`src/rtl/fs_pkg.sv`:
```
package fs_pkg;
    typedef enum logic [1:0] {
        FL_CLEAR      = 2'd0,
        FL_ACTIVE     = 2'd1,
        FL_AWAIT_READ = 2'd2
    } fl_state_t;

    localparam int NUM_FAULTS = 3;
    localparam int FIDX_OVL   = 0;
    localparam int FIDX_OVT   = 1;
    localparam int FIDX_PNG   = 2;
endpackage

```
`src/rtl/fs_fault_latch.sv`:
```
module fs_fault_latch
    import fs_pkg::*;
(
    input  logic clk,
    input  logic rst_n,
    input  logic cause,
    input  logic rd,
    output logic flag,
    output logic release_p
);
    fl_state_t state_q, state_d;

    always_ff @(posedge clk or negedge rst_n) begin
        if (!rst_n) state_q <= FL_CLEAR;
        else        state_q <= state_d;
    end

    always_comb begin
        state_d   = state_q;
        release_p = 1'b0;
        unique case (state_q)
            FL_CLEAR: begin
                if (cause) state_d = FL_ACTIVE;
            end
            FL_ACTIVE: begin
                if (!cause) begin
                    state_d   = FL_AWAIT_READ;
                    release_p = 1'b1;
                end
            end
            FL_AWAIT_READ: begin
                if (cause)   state_d = FL_ACTIVE;
                else if (rd) state_d = FL_CLEAR;
            end
            default: state_d = FL_CLEAR;
        endcase
    end

    assign flag = (state_q != FL_CLEAR);
endmodule

```
`src/rtl/fs_ctrl_regs.sv`:
```
module fs_ctrl_regs #(
    parameter int VSEL_W = 4
) (
    input  logic              clk,
    input  logic              rst_n,
    input  logic              uvlo,
    input  logic              wr_en,
    input  logic [VSEL_W-1:0] wr_vsel,
    input  logic              wr_olr,
    input  logic              wr_therm,
    input  logic              rel_ovl,
    input  logic              rel_ovt,
    output logic [VSEL_W-1:0] vsel_q,
    output logic              olr_q,
    output logic              therm_q
);
    localparam logic [VSEL_W-1:0] VSEL_OFF = '0;

    logic wipe;
    assign wipe = (rel_ovl && olr_q) || (rel_ovt && therm_q);

    always_ff @(posedge clk or negedge rst_n) begin
        if (!rst_n) begin
            vsel_q  <= VSEL_OFF;
            olr_q   <= 1'b0;
            therm_q <= 1'b0;
        end else if (uvlo) begin
            vsel_q  <= VSEL_OFF;
            olr_q   <= 1'b0;
            therm_q <= 1'b0;
        end else begin
            if (wr_en) begin
                olr_q   <= wr_olr;
                therm_q <= wr_therm;
            end
            if (wipe)       vsel_q <= VSEL_OFF;
            else if (wr_en) vsel_q <= wr_vsel;
        end
    end
endmodule

```
`src/rtl/fault_status_reg.sv`:
```
module fault_status_reg
    import fs_pkg::*;
#(
    parameter int VSEL_W = 4
) (
    input  logic              clk,
    input  logic              rst_n,
    input  logic              ovl_raw,
    input  logic              ovt_raw,
    input  logic              png_raw,
    input  logic              ol_out_en,
    input  logic              uvlo,
    input  logic              rd_stb,
    input  logic              wr_en,
    input  logic [VSEL_W-1:0] wr_vsel,
    input  logic              wr_olr,
    input  logic              wr_therm,
    output logic              st_ovl,
    output logic              st_ovt,
    output logic              st_png,
    output logic [VSEL_W-1:0] vsel,
    output logic              fault_n,
    output logic              pwr_en
);
    logic [NUM_FAULTS-1:0] causes;
    logic [NUM_FAULTS-1:0] flags;
    logic [NUM_FAULTS-1:0] releases;
    logic                  rd_ok;
    logic                  olr_q;
    logic                  therm_q;

    assign causes = {png_raw, ovt_raw, ovl_raw};
    assign rd_ok  = rd_stb && !uvlo;

    for (genvar i = 0; i < NUM_FAULTS; i++) begin : g_latch
        fs_fault_latch u_latch (
            .clk       (clk),
            .rst_n     (rst_n),
            .cause     (causes[i]),
            .rd        (rd_ok),
            .flag      (flags[i]),
            .release_p (releases[i])
        );
    end

    fs_ctrl_regs #(.VSEL_W(VSEL_W)) u_regs (
        .clk      (clk),
        .rst_n    (rst_n),
        .uvlo     (uvlo),
        .wr_en    (wr_en),
        .wr_vsel  (wr_vsel),
        .wr_olr   (wr_olr),
        .wr_therm (wr_therm),
        .rel_ovl  (releases[FIDX_OVL]),
        .rel_ovt  (releases[FIDX_OVT]),
        .vsel_q   (vsel),
        .olr_q    (olr_q),
        .therm_q  (therm_q)
    );

    assign st_ovl  = flags[FIDX_OVL];
    assign st_ovt  = flags[FIDX_OVT];
    assign st_png  = flags[FIDX_PNG];
    assign fault_n = !flags[FIDX_PNG];
    assign pwr_en  = (|vsel) && !ovt_raw && ol_out_en;
endmodule

```
`config.mk`:
```
export PLATFORM = sky130hd
export DESIGN_NAME = fault_status_reg
export DESIGN_NICKNAME = d
export VERILOG_FILES = /design/src/rtl/fs_pkg.sv /design/src/rtl/fs_fault_latch.sv /design/src/rtl/fs_ctrl_regs.sv /design/src/rtl/fault_status_reg.sv
export SDC_FILE = /design/constraint.sdc
export NUM_CORES = 1
export LEC_CHECK = 0
export BUFFER_PORTS_ARGS = -buffer_cell sky130_fd_sc_hd__buf_2
export CAP_MARGIN = 20
export CELL_PAD_IN_SITES_DETAIL_PLACEMENT = 0
export CELL_PAD_IN_SITES_GLOBAL_PLACEMENT = 1
export CORE_ASPECT_RATIO = 1.25
export CORE_UTILIZATION = 33
export DETAILED_ROUTE_END_ITERATION = 8
export MAX_ROUTING_LAYER = met4
export PLACE_DENSITY = 0.77
export SLEW_MARGIN = 20
export SYNTH_ARGS = -nofsm -noshare
export SYNTH_HDL_FRONTEND = slang
export SYNTH_SLANG_ARGS = --single-unit
```
`constraint.sdc`:
```
create_clock -name clk -period 1.3 [get_ports clk]
set_clock_uncertainty 0.15 [all_clocks]
set_input_delay 0.13 -clock clk [delete_from_list [all_inputs] [get_ports clk]]
set_output_delay 0.13 -clock clk [all_outputs]
set_load 0.005 [all_outputs]
```
* Yosys cells after proc, flatten, opt, wreduce, memory -nomap -nowiden
Index checks and enable logic that the tools add are counted.
Storage, ports and cells: bits in registers 12, input port bits 15, output and inout bits 9, logic and storage cells 66
Operators by class: equality and inequality tests 15, mux-type cells 24, reductions and logical operators 21
Operators with widths (number):
- 2-bit 2-to-1 mux | 10
- 2-bit one-hot mux with 3 select lines | 3
- 4-bit 2-to-1 mux | 3
- 2-bit inequality test (second input constant) | 6
- 3-bit AND reduction | 3
- 1-bit 2-to-1 mux | 8
- 2-bit nonzero test | 4
- 2-bit by 1-bit == test with 1-bit output (second input constant) | 3
- 2-bit == test (second input constant) | 3
- 2-bit zero test | 3
- 3-bit inequality test (second input constant) | 2
- 1-bit logical AND | 5
- 4-bit OR reduction | 1
- 1-bit zero test | 3
- 3-bit by 2-bit inequality test with 1-bit output (second input constant) | 1
- 3-bit nonzero test | 1
- 1-bit logical OR | 1

* Longest topological paths before layout
word-level depth 6, gate-level depth with buffers 3

* Modules after synthesis
A second synthesis with hierarchy kept.
Second synthesis, totals: cell total of the unflattened synthesis 45, area, all modules 545.5 um2
By module, submodules not included:
- fs_fault_latch | instances 3, cells each 7, area an instance 91.3 um2, seq. area each 50.0 um2
- fs_ctrl_regs | instances 1, cells each 20, area an instance 247.7 um2, seq. area each 150.1 um2
- fault_status_reg | instances 1, cells each 4, area an instance 23.8 um2, seq. area each 0.0 um2

* Worst setup path before layout
No wires, ideal clock.
kind register -> register, from register g_latch[0].u_latch.state_q[1], to register u_regs.vsel_q[0], library setup time 130 ps, data arrival time 832 ps, required time 1020 ps, path slack 187 ps, cell stages (with the launch flop) 4, path through dfrtp_1 nand2b_4 o32ai_4 nor3_1
Between the ends: cells in the longest elaborated chain, start to end 6, elaborated cells on any way between the ends 7
RTL lines:
- start: declaration | RTL line fs_fault_latch.sv:11 | fl_state_t state_q, state_d;
- start signal: assignment | RTL line fs_fault_latch.sv:15 | else state_q <= state_d;
- 2-bit by 1-bit == test with 1-bit output (*) | RTL line fs_fault_latch.sv:21 | unique case (state_q)
- 1-bit 2-to-1 mux (*) | RTL line fs_fault_latch.sv:21
- 1-bit logical AND (*) | RTL line fs_ctrl_regs.sv:20 | assign wipe = (rel_ovl && olr_q) || (rel_ovt && therm_q);
- 1-bit logical OR (*) | RTL line fs_ctrl_regs.sv:20
- 4-bit 2-to-1 mux | RTL line fs_ctrl_regs.sv:36 | if (wipe) vsel_q <= VSEL_OFF;
- 4-bit 2-to-1 mux | RTL line fs_ctrl_regs.sv:27 | end else if (uvlo) begin
- end signal: assignment | RTL line fs_ctrl_regs.sv:37 | else if (wr_en) vsel_q <= wr_vsel;
- end: declaration | RTL line fs_ctrl_regs.sv:13 | output logic [VSEL_W-1:0] vsel_q,
Mark *: on every way between the ends. The rest lies on a longest branch, timed or not. A chain may end at the register's enable or synchronous reset.

* Final worst setup path
from register u_regs.vsel_q[1], to output pwr_en
Between the ends: cells in the longest elaborated chain, start to end 3
RTL lines:
- 4-bit OR reduction | RTL line fault_status_reg.sv:65 | assign pwr_en = (|vsel) && !ovt_raw && ol_out_en;
- 1-bit logical AND (2 in series) | RTL line fault_status_reg.sv:65
- end: declaration | RTL line fault_status_reg.sv:23 | output logic pwr_en
No other way between the ends.

==> run summary <==
Once detail routing completed, the nets flagged for antenna violations numbered 0. The via count of the first global-routing pass was 417; the TritonCTS sink count was 12. The tools report the number of failing setup endpoints in the final timing report as 1. For this design, the slowest cell found on the critical path is dfrtp_1. Hold timing on the final database bottoms out at a slack of 0.0186 ns. The mean post-synth cell area came out at 12.0 µm².

Of all nets on the critical path, the largest fanout is 3. The post-synthesis compound-gate area fraction was 11.6%; the minimum setup slack in the final design was -0.182 ns. During synthesis, Yosys emitted a total of 0 warnings.

The tools report the utilization after layout as 53.9%. The flow ran to the end, but the final reports show violations. The floorplan step defined a die boundary enclosing 0.00187 mm². Summed over all cells, the static leakage comes to 0.429 nW. The xor/xnor cell area share of the yosys netlist is 0%, and the average detailed-routed wire length per instance is 11.8 µm.

Registers take 300 µm². In this run the tightest slew margin relative to its limit is 81.4%. Entering global routing, the biggest net connects 13 pins. Counting the fill cells in the layout gives 143. The first global-routing pass estimated 1.75 mm of wire. The signal on the critical path passes through nor4_2, nor3b_1, buf_2. The delay of the slowest cell on the worst path is 0.41 ns, and the post-synthesis instance area is 562 µm². The largest family of logic cells by synthesized area is simple AND/OR/NAND/NOR gates.

Dividing the final minimum period by the clock period gives 114%. The congestion estimate from routability-driven global placement came to 0.749. Shortest period the worst path allows: 1.48 ns. Clock-pin slew was measured on the worst setup and hold paths at 0.08 ns.

Buffers placed on the I/O ports in this run total 23. Number of unique standard cell types used by synthesis: 17. For the number of buffers created by CTS, the log shows 3. The routed layout has 490 vias.

For the area taken by multi-input logic gates, the log shows 255 µm². For the number of inserted diodes, the log shows 0. The adder-cell share of the synthesized area works out to 0%. The number of buffers on the longest clock path came out at 2. The count of cells in the finished layout, fillers not included, comes to 104.

Counting every net in the synthesized netlist gives 62. The tools report the count of final max-slew check failures as 0. The synthesis-to-layout area growth is 51.7%, and the instance count after placement with tap cells included is 87. The type of the worst setup path is reg2out. The worst setup path is captured at a primary output.

The root buffer cell chosen for the clock tree is clkbuf_4. Dominant cell type by area after synthesis: dfrtp_1. From bottom edge to top edge, the die measures 48.1 µm. The final reports fail on negative setup slack.

The library cell used most frequently in the layout, excluding fill and tap cells, is buf_2. For this run, the top clock speed supported by timing is 0.675 GHz. The starting density of the core is 35.5%. Summed over its instances, the top area cell type makes up 53.5% of the synthesized netlist area. The total chip power was 0.877 mW; the number of design-rule violations left by the first detailed-router iteration was 3. Dividing total power by cell area gives a power density of 1030 mW/mm². Before antenna repair, the detailed router went through 3 iterations. At the worst endpoint, the required time is 1.02 ns. TritonCTS built the clock tree. The flip-flop and latch count after synthesis is 12.

In the layout the commonest cells are buf_2 (23), dfrtp_1 (12), dlygate4sd3_1 (7), mux2i_1 (6), buf_4 (6). For the number of antenna violations at the first check in global routing, the log shows 0. For the CTS H-tree depth, the log shows 1. In this run the horizontal extent of the chip is 38.9 µm.

Wires add up to 1.23 mm. 24 I/O pins were placed. For the clock latency on the worst-skew pair, the log shows 0.27 ns. The multiplexer area fraction after synthesis is 10.7%.

The total of max-cap violations is 0, and the share of cells above drive strength 1 is 43.0%. For the total grt overflow, the log shows 0. Synthesis produced 47 cells. The number of standard-cell rows in the floorplan was 16. The net total in the final layout was 102. The peak supply drop is 620 µV. The worst hold path class is in2reg.

The number of buffers and inverters on the critical path is 1. For this run, the register share of the synthesized area comes to 53.5%. In the routed design, unresolved DRC markers number 0. The logs give 803 µm for the detailed placement HPWL and 0.104 ns for the setup slack after placement. Across every metal layer, demand over resource in global routing totals 15.1%. Summing the areas of all and, or, nand and nor instances in the mapped netlist gives 22.0% of the synthesized area.

Setup repair after global routing could not meet its margin everywhere. In this design, the largest share of critical-path delay is due to flip-flops. The final count of hold timing violations was 0; the slew of the pin with the lowest slew margin was 0.279 ns.

Type of origin of the critical path: a register. Data on the critical path arrives at its endpoint at 1.20 ns. The tools report the placeable core area as 0.00158 mm².

The per-cell via count in the routed design works out to 4.71. Yosys attributes the largest share of cell area to dfrtp_1 (53%), mux2i_1 (11%), o32ai_4 (4.9%).
state kept, by name (all words and copies together) (netlist names):
signal / cells
g_latch.u_latch.state_q: 6
u_regs.therm_q: 1
u_regs.vsel_q: 4
u_regs.olr_q: 1
cell type report:
type / count / area share [%]
tap: 18 / 2.64
clock buffer: 4 / 4.26
sequential: 12 / 35.2
inverter: 2 / 0.881
multi-input combinational: 32 / 30.0
timing repair buffer: 36 / 27.0
routing by layer:
layer | global-route usage [%] | vias up | share of wire [%]
met5 | - | - | 0
met4 | 11.7 | 0 | 2.0
met3 | 3.65 | 4 | 3.8
met2 | 23.3 | 10 | 53
met1 | 16.7 | 227 | 41
li1 | - | 249 | -
metrics by stage:
step	TNS, ns	cell area [µm²]
2_1_floorplan	0	562
6_report	-0.182	852
3_3_place_gp	0	694
4_1_cts	-0.149	845
5_1_grt	-0.442	852
3_5_place_dp	0	694
repair_timing:
action                                  in CTS  in global routing
endpoints found under the hold margin       24                  0
cloned                                       0                  0
endpoints found under the setup margin       4                  5
gates resized for setup                      1                  0
pin swaps                                    2                  4
hold buffers                                 7                  0
buffers inserted                             5                  1
cells in the mapped netlist, drive strengths merged:
library cell / number
mux2i: 6
nor3: 4
o32ai: 1
nand2b: 5
a21oi: 3
buf: 1
nor4: 1
nor2: 2
nor3b: 1
dfrtp: 12
a21boi: 3
inv: 2
or2: 3
nand3b: 3
final timing paths:
kind	cells past startpoint	slack, ns	from	endpoint
setup / recovery	3	-0.18	u_regs.vsel_q[1]$_DFFE_PN0P_	pwr_en
hold / removal	3	0.02	wr_vsel[2]	u_regs.vsel_q[2]$_DFFE_PN0P_
setup reg to reg	3	0.11	g_latch[0].u_latch.state_q[1]$_DFFE_PN0P_	u_regs.vsel_q[0]$_DFFE_PN0P_
hold reg to reg	1	0.34	g_latch[1].u_latch.state_q[0]$_DFFE_PN0P_	g_latch[1].u_latch.state_q[0]$_DFFE_PN0P_
max in group asynchronous	2	0.67	rst_n	g_latch[2].u_latch.state_q[0]$_DFFE_PN0P_
min in group asynchronous	2	0.11	rst_n	u_regs.vsel_q[3]$_DFFE_PN0P_
tightest hold or removal path: cells and delay by family:
kind	cells	cell delay (ns)
muxes	1	0.06
and+or+nand+nor	1	0.12
buffers and inverters	1	0.08
where the power goes:
| part | internal, mW | total, mW | switching, mW | leakage (nW) |
|---|---|---|---|---|
| logic | 0.0993 | 0.171 | 0.0720 | 0.254 |
| registers | 0.398 | 0.414 | 0.0166 | 0.155 |
| clock network | 0.170 | 0.292 | 0.122 | 0.0210 |
| total | 0.667 | 0.877 | 0.211 | 0.429 |
logic make-up (layout without fill, tap and decap cells):
group | count (synthesis) | count (layout)
simple gates | 19 | 19
flops | 12 | 12
compound gates | 7 | 7
mux | 6 | 6
buf+inv | 3 | 42
Note: power is estimated with default switching activity, not from simulation.
